File: src/rtl/alu8_pkg.sv
package alu8_pkg;
  localparam int DW    = 8;
  localparam int NB    = DW / 2;
  localparam int PW    = 2 * DW;
  localparam int NFLG  = 5;
  localparam int OPW   = 5;
  localparam int FLG_C  = 0;
  localparam int FLG_DC = 1;
  localparam int FLG_Z  = 2;
  localparam int FLG_OV = 3;
  localparam int FLG_N  = 4;

  typedef enum logic [OPW-1:0] {
    OP_ADD    = 5'd0,
    OP_ADDC   = 5'd1,
    OP_SUBBA  = 5'd2,
    OP_SUBBAB = 5'd3,
    OP_SUBAB  = 5'd4,
    OP_SUBABB = 5'd5,
    OP_INC    = 5'd6,
    OP_DEC    = 5'd7,
    OP_COM    = 5'd8,
    OP_NEG    = 5'd9,
    OP_AND    = 5'd10,
    OP_IOR    = 5'd11,
    OP_XOR    = 5'd12,
    OP_ROLC   = 5'd13,
    OP_ROL    = 5'd14,
    OP_RORC   = 5'd15,
    OP_ROR    = 5'd16,
    OP_SWAP   = 5'd17,
    OP_DECADJ = 5'd18,
    OP_MUL    = 5'd19
  } alu_op_e;

  localparam logic [NFLG-1:0] UPD_ALL  = 5'b11111;
  localparam logic [NFLG-1:0] UPD_NZ   = 5'b10100;
  localparam logic [NFLG-1:0] UPD_NZC  = 5'b10101;
  localparam logic [NFLG-1:0] UPD_NONE = 5'b00000;
endpackage

File: src/rtl/alu8_rst_sync.sv
module alu8_rst_sync (
  input  logic clk,
  input  logic rst_n,
  output logic rst_sync_n
);
  logic [1:0] stage_q;
  logic [1:0] stage_d;

  always_comb stage_d = {stage_q[0], 1'b1};

  always_ff @(posedge clk or negedge rst_n) begin
    if (!rst_n) stage_q <= '0;
    else        stage_q <= stage_d;
  end

  assign rst_sync_n = stage_q[1];
endmodule

File: src/rtl/alu8_addsub.sv
module alu8_addsub #(
  parameter int W = 8
) (
  input  logic [W-1:0] a_i,
  input  logic [W-1:0] b_i,
  input  logic         sub_i,
  input  logic         xin_i,
  output logic [W-1:0] sum_o,
  output logic         c_o,
  output logic         dc_o,
  output logic         ov_o
);
  localparam int HW = W / 2;

  logic [W-1:0]  b_eff;
  logic          c_eff;
  logic [W:0]    full;
  logic [HW:0]   half;

  always_comb begin
    b_eff = sub_i ? ~b_i : b_i;
    c_eff = sub_i ? ~xin_i : xin_i;
    full  = {1'b0, a_i} + {1'b0, b_eff} + {{W{1'b0}}, c_eff};
    half  = {1'b0, a_i[HW-1:0]} + {1'b0, b_eff[HW-1:0]} + {{HW{1'b0}}, c_eff};
    sum_o = full[W-1:0];
    c_o   = sub_i ? ~full[W] : full[W];
    dc_o  = sub_i ? ~half[HW] : half[HW];
    ov_o  = (a_i[W-1] == b_eff[W-1]) && (full[W-1] != a_i[W-1]);
  end
endmodule

File: src/rtl/alu8_bitops.sv
module alu8_bitops
  import alu8_pkg::*;
(
  input  logic [OPW-1:0] op_i,
  input  logic [DW-1:0]  acc_i,
  input  logic [DW-1:0]  opb_i,
  input  logic           cin_i,
  output logic [DW-1:0]  res_o,
  output logic           cout_o
);
  always_comb begin
    res_o  = '0;
    cout_o = cin_i;
    case (op_i)
      OP_COM:  res_o = ~opb_i;
      OP_AND:  res_o = acc_i & opb_i;
      OP_IOR:  res_o = acc_i | opb_i;
      OP_XOR:  res_o = acc_i ^ opb_i;
      OP_ROLC: begin
        res_o  = {opb_i[DW-2:0], cin_i};
        cout_o = opb_i[DW-1];
      end
      OP_ROL:  res_o = {opb_i[DW-2:0], opb_i[DW-1]};
      OP_RORC: begin
        res_o  = {cin_i, opb_i[DW-1:1]};
        cout_o = opb_i[0];
      end
      OP_ROR:  res_o = {opb_i[0], opb_i[DW-1:1]};
      OP_SWAP: res_o = {opb_i[NB-1:0], opb_i[DW-1:NB]};
      default: res_o = '0;
    endcase
  end
endmodule

File: src/rtl/alu8_decadj.sv
module alu8_decadj
  import alu8_pkg::*;
(
  input  logic [DW-1:0] acc_i,
  input  logic          cin_i,
  input  logic          dcin_i,
  output logic [DW-1:0] res_o,
  output logic          cout_o
);
  localparam logic [NB-1:0] DIGIT_MAX = NB'(9);
  localparam logic [DW-1:0] LO_FIX    = DW'(6);
  localparam logic [DW-1:0] HI_FIX    = DW'(6) << NB;

  logic [DW:0] step1;
  logic [DW:0] step2;
  logic        lo_need;
  logic        hi_need;

  always_comb begin
    lo_need = (acc_i[NB-1:0] > DIGIT_MAX) || dcin_i;
    step1   = {1'b0, acc_i} + (lo_need ? {1'b0, LO_FIX} : '0);
    hi_need = step1[DW] || (step1[DW-1:NB] > DIGIT_MAX) || cin_i;
    step2   = {1'b0, step1[DW-1:0]} + (hi_need ? {1'b0, HI_FIX} : '0);
    res_o   = step2[DW-1:0];
    cout_o  = cin_i | step1[DW] | step2[DW];
  end
endmodule

File: src/rtl/alu8_status_reg.sv
module alu8_status_reg
  import alu8_pkg::*;
(
  input  logic            clk,
  input  logic            rst_n,
  input  logic            commit_i,
  input  logic [NFLG-1:0] upd_i,
  input  logic [NFLG-1:0] nxt_i,
  output logic [NFLG-1:0] q_o
);
  logic [NFLG-1:0] q_d;

  for (genvar g = 0; g < NFLG; g++) begin : g_bit
    always_comb q_d[g] = (commit_i && upd_i[g]) ? nxt_i[g] : q_o[g];
  end

  always_ff @(posedge clk or negedge rst_n) begin
    if (!rst_n) q_o <= '0;
    else        q_o <= q_d;
  end
endmodule

File: src/rtl/alu8_core.sv
module alu8_core
  import alu8_pkg::*;
(
  input  logic            clk,
  input  logic            rst_n,
  input  logic [4:0]      op_i,
  input  logic [7:0]      acc_i,
  input  logic [7:0]      opb_i,
  input  logic            cin_i,
  input  logic            dcin_i,
  input  logic            commit_i,
  output logic [7:0]      result_o,
  output logic [15:0]     product_o,
  output logic [4:0]      flag_next_o,
  output logic [4:0]      flag_upd_o,
  output logic [4:0]      status_o
);
  logic          rst_core_n;
  logic [DW-1:0] as_a, as_b, as_sum, bo_res, da_res;
  logic          as_sub, as_xin, as_c, as_dc, as_ov, bo_c, da_c;
  logic          is_arith;
  logic          c_sel;

  alu8_rst_sync u_rst (
    .clk        (clk),
    .rst_n      (rst_n),
    .rst_sync_n (rst_core_n)
  );

  always_comb begin
    as_a     = acc_i;
    as_b     = opb_i;
    as_sub   = 1'b0;
    as_xin   = 1'b0;
    is_arith = 1'b1;
    case (op_i)
      OP_ADD:    ;
      OP_ADDC:   as_xin = cin_i;
      OP_SUBBA:  begin as_a = opb_i; as_b = acc_i; as_sub = 1'b1; end
      OP_SUBBAB: begin as_a = opb_i; as_b = acc_i; as_sub = 1'b1; as_xin = cin_i; end
      OP_SUBAB:  as_sub = 1'b1;
      OP_SUBABB: begin as_sub = 1'b1; as_xin = cin_i; end
      OP_INC:    begin as_a = opb_i; as_b = '0; as_xin = 1'b1; end
      OP_DEC:    begin as_a = opb_i; as_b = DW'(1); as_sub = 1'b1; end
      OP_NEG:    begin as_a = '0; as_b = opb_i; as_sub = 1'b1; end
      default:   is_arith = 1'b0;
    endcase
  end

  alu8_addsub #(.W(DW)) u_addsub (
    .a_i   (as_a),
    .b_i   (as_b),
    .sub_i (as_sub),
    .xin_i (as_xin),
    .sum_o (as_sum),
    .c_o   (as_c),
    .dc_o  (as_dc),
    .ov_o  (as_ov)
  );

  alu8_bitops u_bitops (
    .op_i   (op_i),
    .acc_i  (acc_i),
    .opb_i  (opb_i),
    .cin_i  (cin_i),
    .res_o  (bo_res),
    .cout_o (bo_c)
  );

  alu8_decadj u_decadj (
    .acc_i  (acc_i),
    .cin_i  (cin_i),
    .dcin_i (dcin_i),
    .res_o  (da_res),
    .cout_o (da_c)
  );

  always_comb product_o = PW'(acc_i) * PW'(opb_i);

  always_comb begin
    c_sel = bo_c;
    if (is_arith) begin
      result_o   = as_sum;
      c_sel      = as_c;
      flag_upd_o = UPD_ALL;
    end else begin
      case (op_i)
        OP_COM, OP_AND, OP_IOR, OP_XOR, OP_ROL, OP_ROR: begin
          result_o   = bo_res;
          flag_upd_o = UPD_NZ;
        end
        OP_ROLC, OP_RORC: begin
          result_o   = bo_res;
          flag_upd_o = UPD_NZC;
        end
        OP_SWAP: begin
          result_o   = bo_res;
          flag_upd_o = UPD_NONE;
        end
        OP_DECADJ: begin
          result_o   = da_res;
          c_sel      = da_c;
          flag_upd_o = UPD_NZC;
        end
        OP_MUL: begin
          result_o   = product_o[DW-1:0];
          flag_upd_o = UPD_NONE;
        end
        default: begin
          result_o   = '0;
          flag_upd_o = UPD_NONE;
        end
      endcase
    end
    flag_next_o         = '0;
    flag_next_o[FLG_C]  = c_sel;
    flag_next_o[FLG_DC] = as_dc;
    flag_next_o[FLG_OV] = as_ov;
    flag_next_o[FLG_Z]  = (result_o == '0);
    flag_next_o[FLG_N]  = result_o[DW-1];
  end

  alu8_status_reg u_status (
    .clk      (clk),
    .rst_n    (rst_core_n),
    .commit_i (commit_i),
    .upd_i    (flag_upd_o),
    .nxt_i    (flag_next_o),
    .q_o      (status_o)
  );
endmodule

File: config.mk
export PLATFORM = sky130hd
export DESIGN_NAME = alu8_core
export DESIGN_NICKNAME = d
export VERILOG_FILES = /design/src/rtl/alu8_pkg.sv /design/src/rtl/alu8_rst_sync.sv /design/src/rtl/alu8_addsub.sv /design/src/rtl/alu8_bitops.sv /design/src/rtl/alu8_decadj.sv /design/src/rtl/alu8_status_reg.sv /design/src/rtl/alu8_core.sv
export SDC_FILE = /design/constraint.sdc
export NUM_CORES = 1
export LEC_CHECK = 0
export CAP_MARGIN = 20
export CORE_MARGIN = 2
export CORE_UTILIZATION = 35
export CTS_CLUSTER_SIZE = 16
export DETAILED_ROUTE_END_ITERATION = 8
export DONT_BUFFER_PORTS = 1
export PLACE_DENSITY_LB_ADDON = 0.1
export SYNTH_ARGS = -nofsm -noshare
export SYNTH_HDL_FRONTEND = slang
export SYNTH_SLANG_ARGS = --single-unit
File: constraint.sdc
create_clock -name clk -period 7.7 [get_ports clk]
set_input_delay 1.155 -clock clk [delete_from_list [all_inputs] [get_ports clk]]
set_output_delay 1.155 -clock clk [all_outputs]
set_load 0.01 [all_outputs]
# After elaboration in Yosys (flattened, before gate mapping)
# Index checks and enable logic that the tools add are counted.
# totals
input_bits	26
register_bits	7
wordCells	84
output_inout_bits	39
# classes
add_sub_neg	6
eq_ne	21
n_lt_le_gt_ge	2
reduce_logical	19
mux	19
n_bitwise	10
n_mul	1
# ops
operator	count
8-bit case mux with 9 select lines	1
8-bit case mux with 3 select lines	2
5-bit by 4-bit == test with 1-bit output, second input constant	8
5-bit by 3-bit == test with 1-bit output, second input constant	4
5-bit == test, second input constant	4
8-bit by 9-bit adder with 9-bit output	2
9-bit OR reduction	2
8-bit by 8-bit multiplier with 16-bit output	1
8-bit two-way mux	2
8-bit inverter	2
8-bit case mux with 2 select lines	1
6-bit OR reduction	2
5-bit by 2-bit == test with 1-bit output, second input constant	2
5-bit case mux with 2 select lines	1
8-bit by 8-bit adder with 9-bit output	1
9-bit by 1-bit adder with 9-bit output	1
8-bit bitwise AND	1
4-bit > comparator, second input constant	2
8-bit logical NOT	1
8-bit OR	1
8-bit bitwise XOR	1
1-bit two-way mux	7
7-bit two-way mux	1
1-bit logical AND	6
15 further kinds	22

# Depth between registers and ports, before layout
# logic_depth
depth_word	12
ltp_mapped	20
ltp_nobuf	18

# Cells and area by module
# Synthesis repeated with hierarchy kept, for this count alone.
# hier_totals
hier_cells	605
hier_area_um2	4774.6
# by_module_without_submodules
mod	instances	cells_per_inst	area_each_um2	seq_area_each_um2
alu8_core	1	397	3009.1	0.0
alu8_bitops	1	98	754.5	0.0
alu8_addsub	1	50	424.2	0.0
alu8_decadj	1	42	314.1	0.0
alu8_status_reg	1	15	219.0	125.1
alu8_rst_sync	1	3	53.8	50.0

# Least setup slack after synthesis
# Ideal clock, no wire load.
# synth_timing
kind	in2out
from	input port opb_i[4]
to	output port result_o[7]
arrival_ps	5328
stages	20
path_buffers	2
path_slack_ps	1217
required_ps	6545
path_cell_list	clkbuf_1 > clkinv_1 > nor2_1 > fa_1 > inv_1 > fa_1 > inv_1 > ha_1 > inv_1 > fa_1 > inv_1 > ha_1 > a21oi_1 > inv_2 > a21oi_1 > xnor2_1 > and2_1 > a2111oi_1 > inv_1 > buf_4
# synth_between
word_cells_on_any_way	9
cone_classes	2 x add/sub; 1 x mul; 5 x mux; 1 x bitwise
# synth_lines
element	line	rtl
start, declared	alu8_core.sv:8	input logic [7:0] opb_i,
8-bit by 8-bit multiplier with 16-bit output	alu8_core.sv:78	always_comb product_o = PW'(acc_i) * PW'(opb_i);
via product_o[7]	alu8_core.sv:13	output logic [15:0] product_o,
8-bit case mux with 3 select lines	alu8_core.sv:87	case (op_i)
8-bit two-way mux	alu8_core.sv:82	if (is_arith) begin
end, declared	alu8_core.sv:12	output logic [7:0] result_o,
# The timed path passes the listed nets, and every way through them passes these cells.

# Worst setup path in the final report
# layout_timing
from	input port opb_i[4]
to	output port flag_next_o[2]
# layout_between
word_cells_on_any_way	15
cone_classes	2 x add/sub; 1 x mul; 6 x mux; 5 x bitwise; 1 x reduce/logical
# layout_lines
element	line	rtl
8-bit by 8-bit multiplier with 16-bit output	alu8_core.sv:78	
via product_o[7]	alu8_core.sv:13	
8-bit case mux with 3 select lines	alu8_core.sv:87	
8-bit two-way mux	alu8_core.sv:82	
8-bit logical NOT	alu8_core.sv:119	flag_next_o[FLG_Z] = (result_o == '0);
end, declared	alu8_core.sv:14	output logic [4:0] flag_next_o,
# The timed path passes the listed nets, and every way through them passes these cells.

==> results.sh <==
export IMPL_tightest_slew_ns=0.841
export IMPL_routed_wl_um=14700
export IMPL_path_cells="clkinv_1, nor2_1, fa_1, inv_1, fa_1, inv_1, ha_1, inv_1, fa_1, inv_1, ha_1, a21oi_1, inv_2, a21oi_1, xnor2_1, and2_1, a2111oi_1, and3_1"
export IMPL_crit_path_frequent_cell="inv_1"
export IMPL_rsz0062_at_grt="false"
export IMPL_htree_levels=1
export IMPL_synth_top_family_by_area="adder cells"
export IMPL_initial_utilization_pct=36.0
export IMPL_slew_headroom_pct=43.4
export IMPL_viasPerCell=5.51
export IMPL_grt_first_pass_wirelength_um=22900
export IMPL_crit_start="opb_i[4]"
export IMPL_slowest_stage="a2111oi_1"
export IMPL_synth_top_cell_by_area="fa_1"
export IMPL_clock_latency_ns=0.23
export IMPL_rr_startpoint="u_status.q_o[0]$_DFFE_PN0P_"
export IMPL_io_buffer_count=0
export IMPL_cp_endpoint="flag_next_o[2]"
export IMPL_gp_congestion=0.923
export IMPL_syn_cell_area_um2=4340
export IMPL_ys_seq_area_share_pct=4.04
export IMPL_synthFlopType="dfrtp_1"
export IMPL_pre_cts_ws_ns=0.830
export IMPL_num_antenna_cells=0
export IMPL_hpwl_um=11900
export IMPL_leakagePower_nw=2.09
export IMPL_layout_drive_gt1_share_pct=5.87
export IMPL_synthTopCellsByArea="fa_1 18%, ha_1 18%, xnor2_1 5.9%"
export IMPL_fp_dieArea_um2=13300
export IMPL_cts_buffers=3
export IMPL_fp_coreArea_um2=12100
export IMPL_async_flop_share_pct=100
export IMPL_grt_util_all_layers_pct=22.6
export IMPL_synth_edf_count=0
export IMPL_dp_cells=692
export IMPL_post_cts_resized=0
export IMPL_area_growth_pct=2.36
export IMPL_cts_hold_buf=0
export IMPL_cp_data_required_time_ns=6.55
export IMPL_ff2ff_setup_slack_ns=6.91
export IMPL_path_clk_slew_ns=0.03
export IMPL_synth_adder_area_share_pct=36.6
export IMPL_ir_worst_vdd_uv=130
export IMPL_crit_arrival_ns=5.73
export IMPL_setup_violations=0
export IMPL_ys_ff_latch=7
export IMPL_ant_nets=0
export IMPL_power_density_nw_per_um2=170
export IMPL_seqCellArea_um2=175
export IMPL_syn_num_nets=684
export IMPL_fill_cells=1304
export IMPL_synth_simple_area_share_pct=22.3
export IMPL_nets=658
export IMPL_clockBufferDepth=2
export IMPL_ys_types=74
export IMPL_fin_crit_ns=6.89
export IMPL_hold_path_class="reg2async"
export IMPL_timing_final_crit_share_pct=89.4
export IMPL_rows=40
export IMPL_setup_slack_ns=0.813
export IMPL_grt_overflow=0
export IMPL_rr_worst_depth=1
export IMPL_die_h_um=115
export IMPL_post_cts_buffers=0
export IMPL_synth_top_area_share_pct=18.5
export IMPL_setup_tns_ns=0
export IMPL_finalHoldViolCount=0
export IMPL_clock_sinks=7
export IMPL_io_pins=65
export IMPL_grt_max_degree=30
export IMPL_critPathKind="in2out"
export IMPL_cts_root_buf="clkbuf_16"
export IMPL_die_w_um=115
export IMPL_drt_pass1_iter_count=6
export IMPL_status="complete, no violations"
export IMPL_multi_input_area_um2=3700
export IMPL_layout_common_cells="63 x inv_1, 63 x ha_1, 61 x nor2_1, 58 x nand2_1, 40 x fa_1"
export IMPL_synthCells=555
export IMPL_syn_area_per_cell_um2=7.82
export IMPL_drt_iter0_drc=262
export IMPL_drc=0
export IMPL_report_final_slew_viol_count=0
export IMPL_r2r_end="u_status.q_o[0]$_DFFE_PN0P_"
export IMPL_crit_path_end_kind="primary output"
export IMPL_fin_cells=696
export IMPL_finalClockSkew_ns=0.000300
export IMPL_critPathLaunchType="primary input"
export IMPL_maxCapViolations=0
export IMPL_synthXorXnorAreaFrac_pct=7.27
export IMPL_drt_wirelength_per_cell_um=21.2
export IMPL_slowest_delay_ns=0.67
export IMPL_vias=3837
export IMPL_clock_fmax_ghz=0.145
export IMPL_cts_tree="built"
export IMPL_muxShareOfSynthArea_pct=2.22
export IMPL_antenna_found_initial=0
export IMPL_cp_max_fo=9
export IMPL_ys_warn_count=0
export IMPL_grt_pass1_vias=3880
export IMPL_synth_compound_area_share_pct=16.8
-- kinds of logic after synthesis --
| logic type | after synthesis |
|---|---|
| AO/OA/AOI/OAI | 104 |
| XOR/XNOR | 36 |
| adder cells (fa/ha/maj) | 103 |
| buffers and inverters | 103 |
| flip-flops | 7 |
| multiplexers | 9 |
| other | 1 |
| AND/OR/NAND/NOR | 192 |
-- Yosys cell counts, types with 7 or more instances --
cell,number
clkbuf_1,8
a21oi_1,22
o21ai_0,20
nand3_1,9
buf_2,11
nor3_1,11
dfrtp_1,7
inv_1,63
buf_4,11
xor2_1,7
nand2b_1,9
xnor2_1,29
fa_1,40
ha_1,63
nand2_1,58
nor2_1,61
-- critical path, delay by kind of cell --
family	cells	cell delay, ns
adders and majority gates	5	1.88
AOI/OAI and AO/OA	3	1.19
and+or+nand+nor	3	0.80
buffers and inverters	6	0.50
xor gates and xnor gates	1	0.19
-- through the flow --
| stage | power, mW | util [%] | hold WS [ns] | cell area [um2] |
|---|---|---|---|---|
| floorplan | 0.567 | - | 0.0541 | 4340 |
| global placement | 0.675 | 36.2 | 0.0820 | 4360 |
| detailed placement | 0.678 | 36.2 | 0.0959 | 4360 |
| CTS | 0.770 | 36.8 | 0.0990 | 4440 |
| global route | 0.851 | 36.8 | 0.111 | 4440 |
| finish | 0.756 | 36.8 | 0.0910 | 4440 |
-- report_power, final --
part / leakage, nW / internal (mW) / total (mW) / switching [mW]
clock network: 0.0382 / 0.0687 / 0.0863 / 0.0176
registers: 0.0873 / 0.0454 / 0.0545 / 0.00915
logic: 1.96 / 0.240 / 0.615 / 0.375
total: 2.09 / 0.354 / 0.756 / 0.402
-- flip-flops by register name, summed over array words and instances (netlist names) --
name / cells
u_rst.stage_q: 2
u_status.q_o: 5
-- how the worst min path moves through the flow --
stage                                from                           to  depth (start not counted)
2_1_floorplan  u_rst.stage_q[1]$_DFF_PN0_  u_status.q_o[0]$_DFFE_PN0P_                          0
3_3_place_gp   u_rst.stage_q[1]$_DFF_PN0_  u_status.q_o[0]$_DFFE_PN0P_                          0
3_5_place_dp   u_rst.stage_q[1]$_DFF_PN0_  u_status.q_o[0]$_DFFE_PN0P_                          0
4_1_cts        u_rst.stage_q[1]$_DFF_PN0_  u_status.q_o[0]$_DFFE_PN0P_                          0
5_1_grt        u_rst.stage_q[1]$_DFF_PN0_  u_status.q_o[0]$_DFFE_PN0P_                          0
6_report       u_rst.stage_q[1]$_DFF_PN0_  u_status.q_o[0]$_DFFE_PN0P_                          0
-- layer usage --
metal | part of all wire (%) | vias to the layer above | track usage [%]
met5 | 0 | - | 0
met4 | 0.98 | 0 | 2.33
met3 | 6.6 | 9 | 4.06
met2 | 45 | 120 | 36.1
met1 | 47 | 1888 | 32.9
li1 | - | 1820 | -
-- area by class of cell --
| cell class | count | share of cell area [%] |
|---|---|---|
| Sequential cell | 7 | 3.94 |
| Timing Repair Buffer | 2 | 0.338 |
| Clock buffer | 4 | 1.77 |
| Tap cell | 168 | 4.73 |
| Inverter | 70 | 5.92 |
| Multi-Input combinational cell | 445 | 83.3 |
No activity file was read; power rests on OpenSTA's default activity.
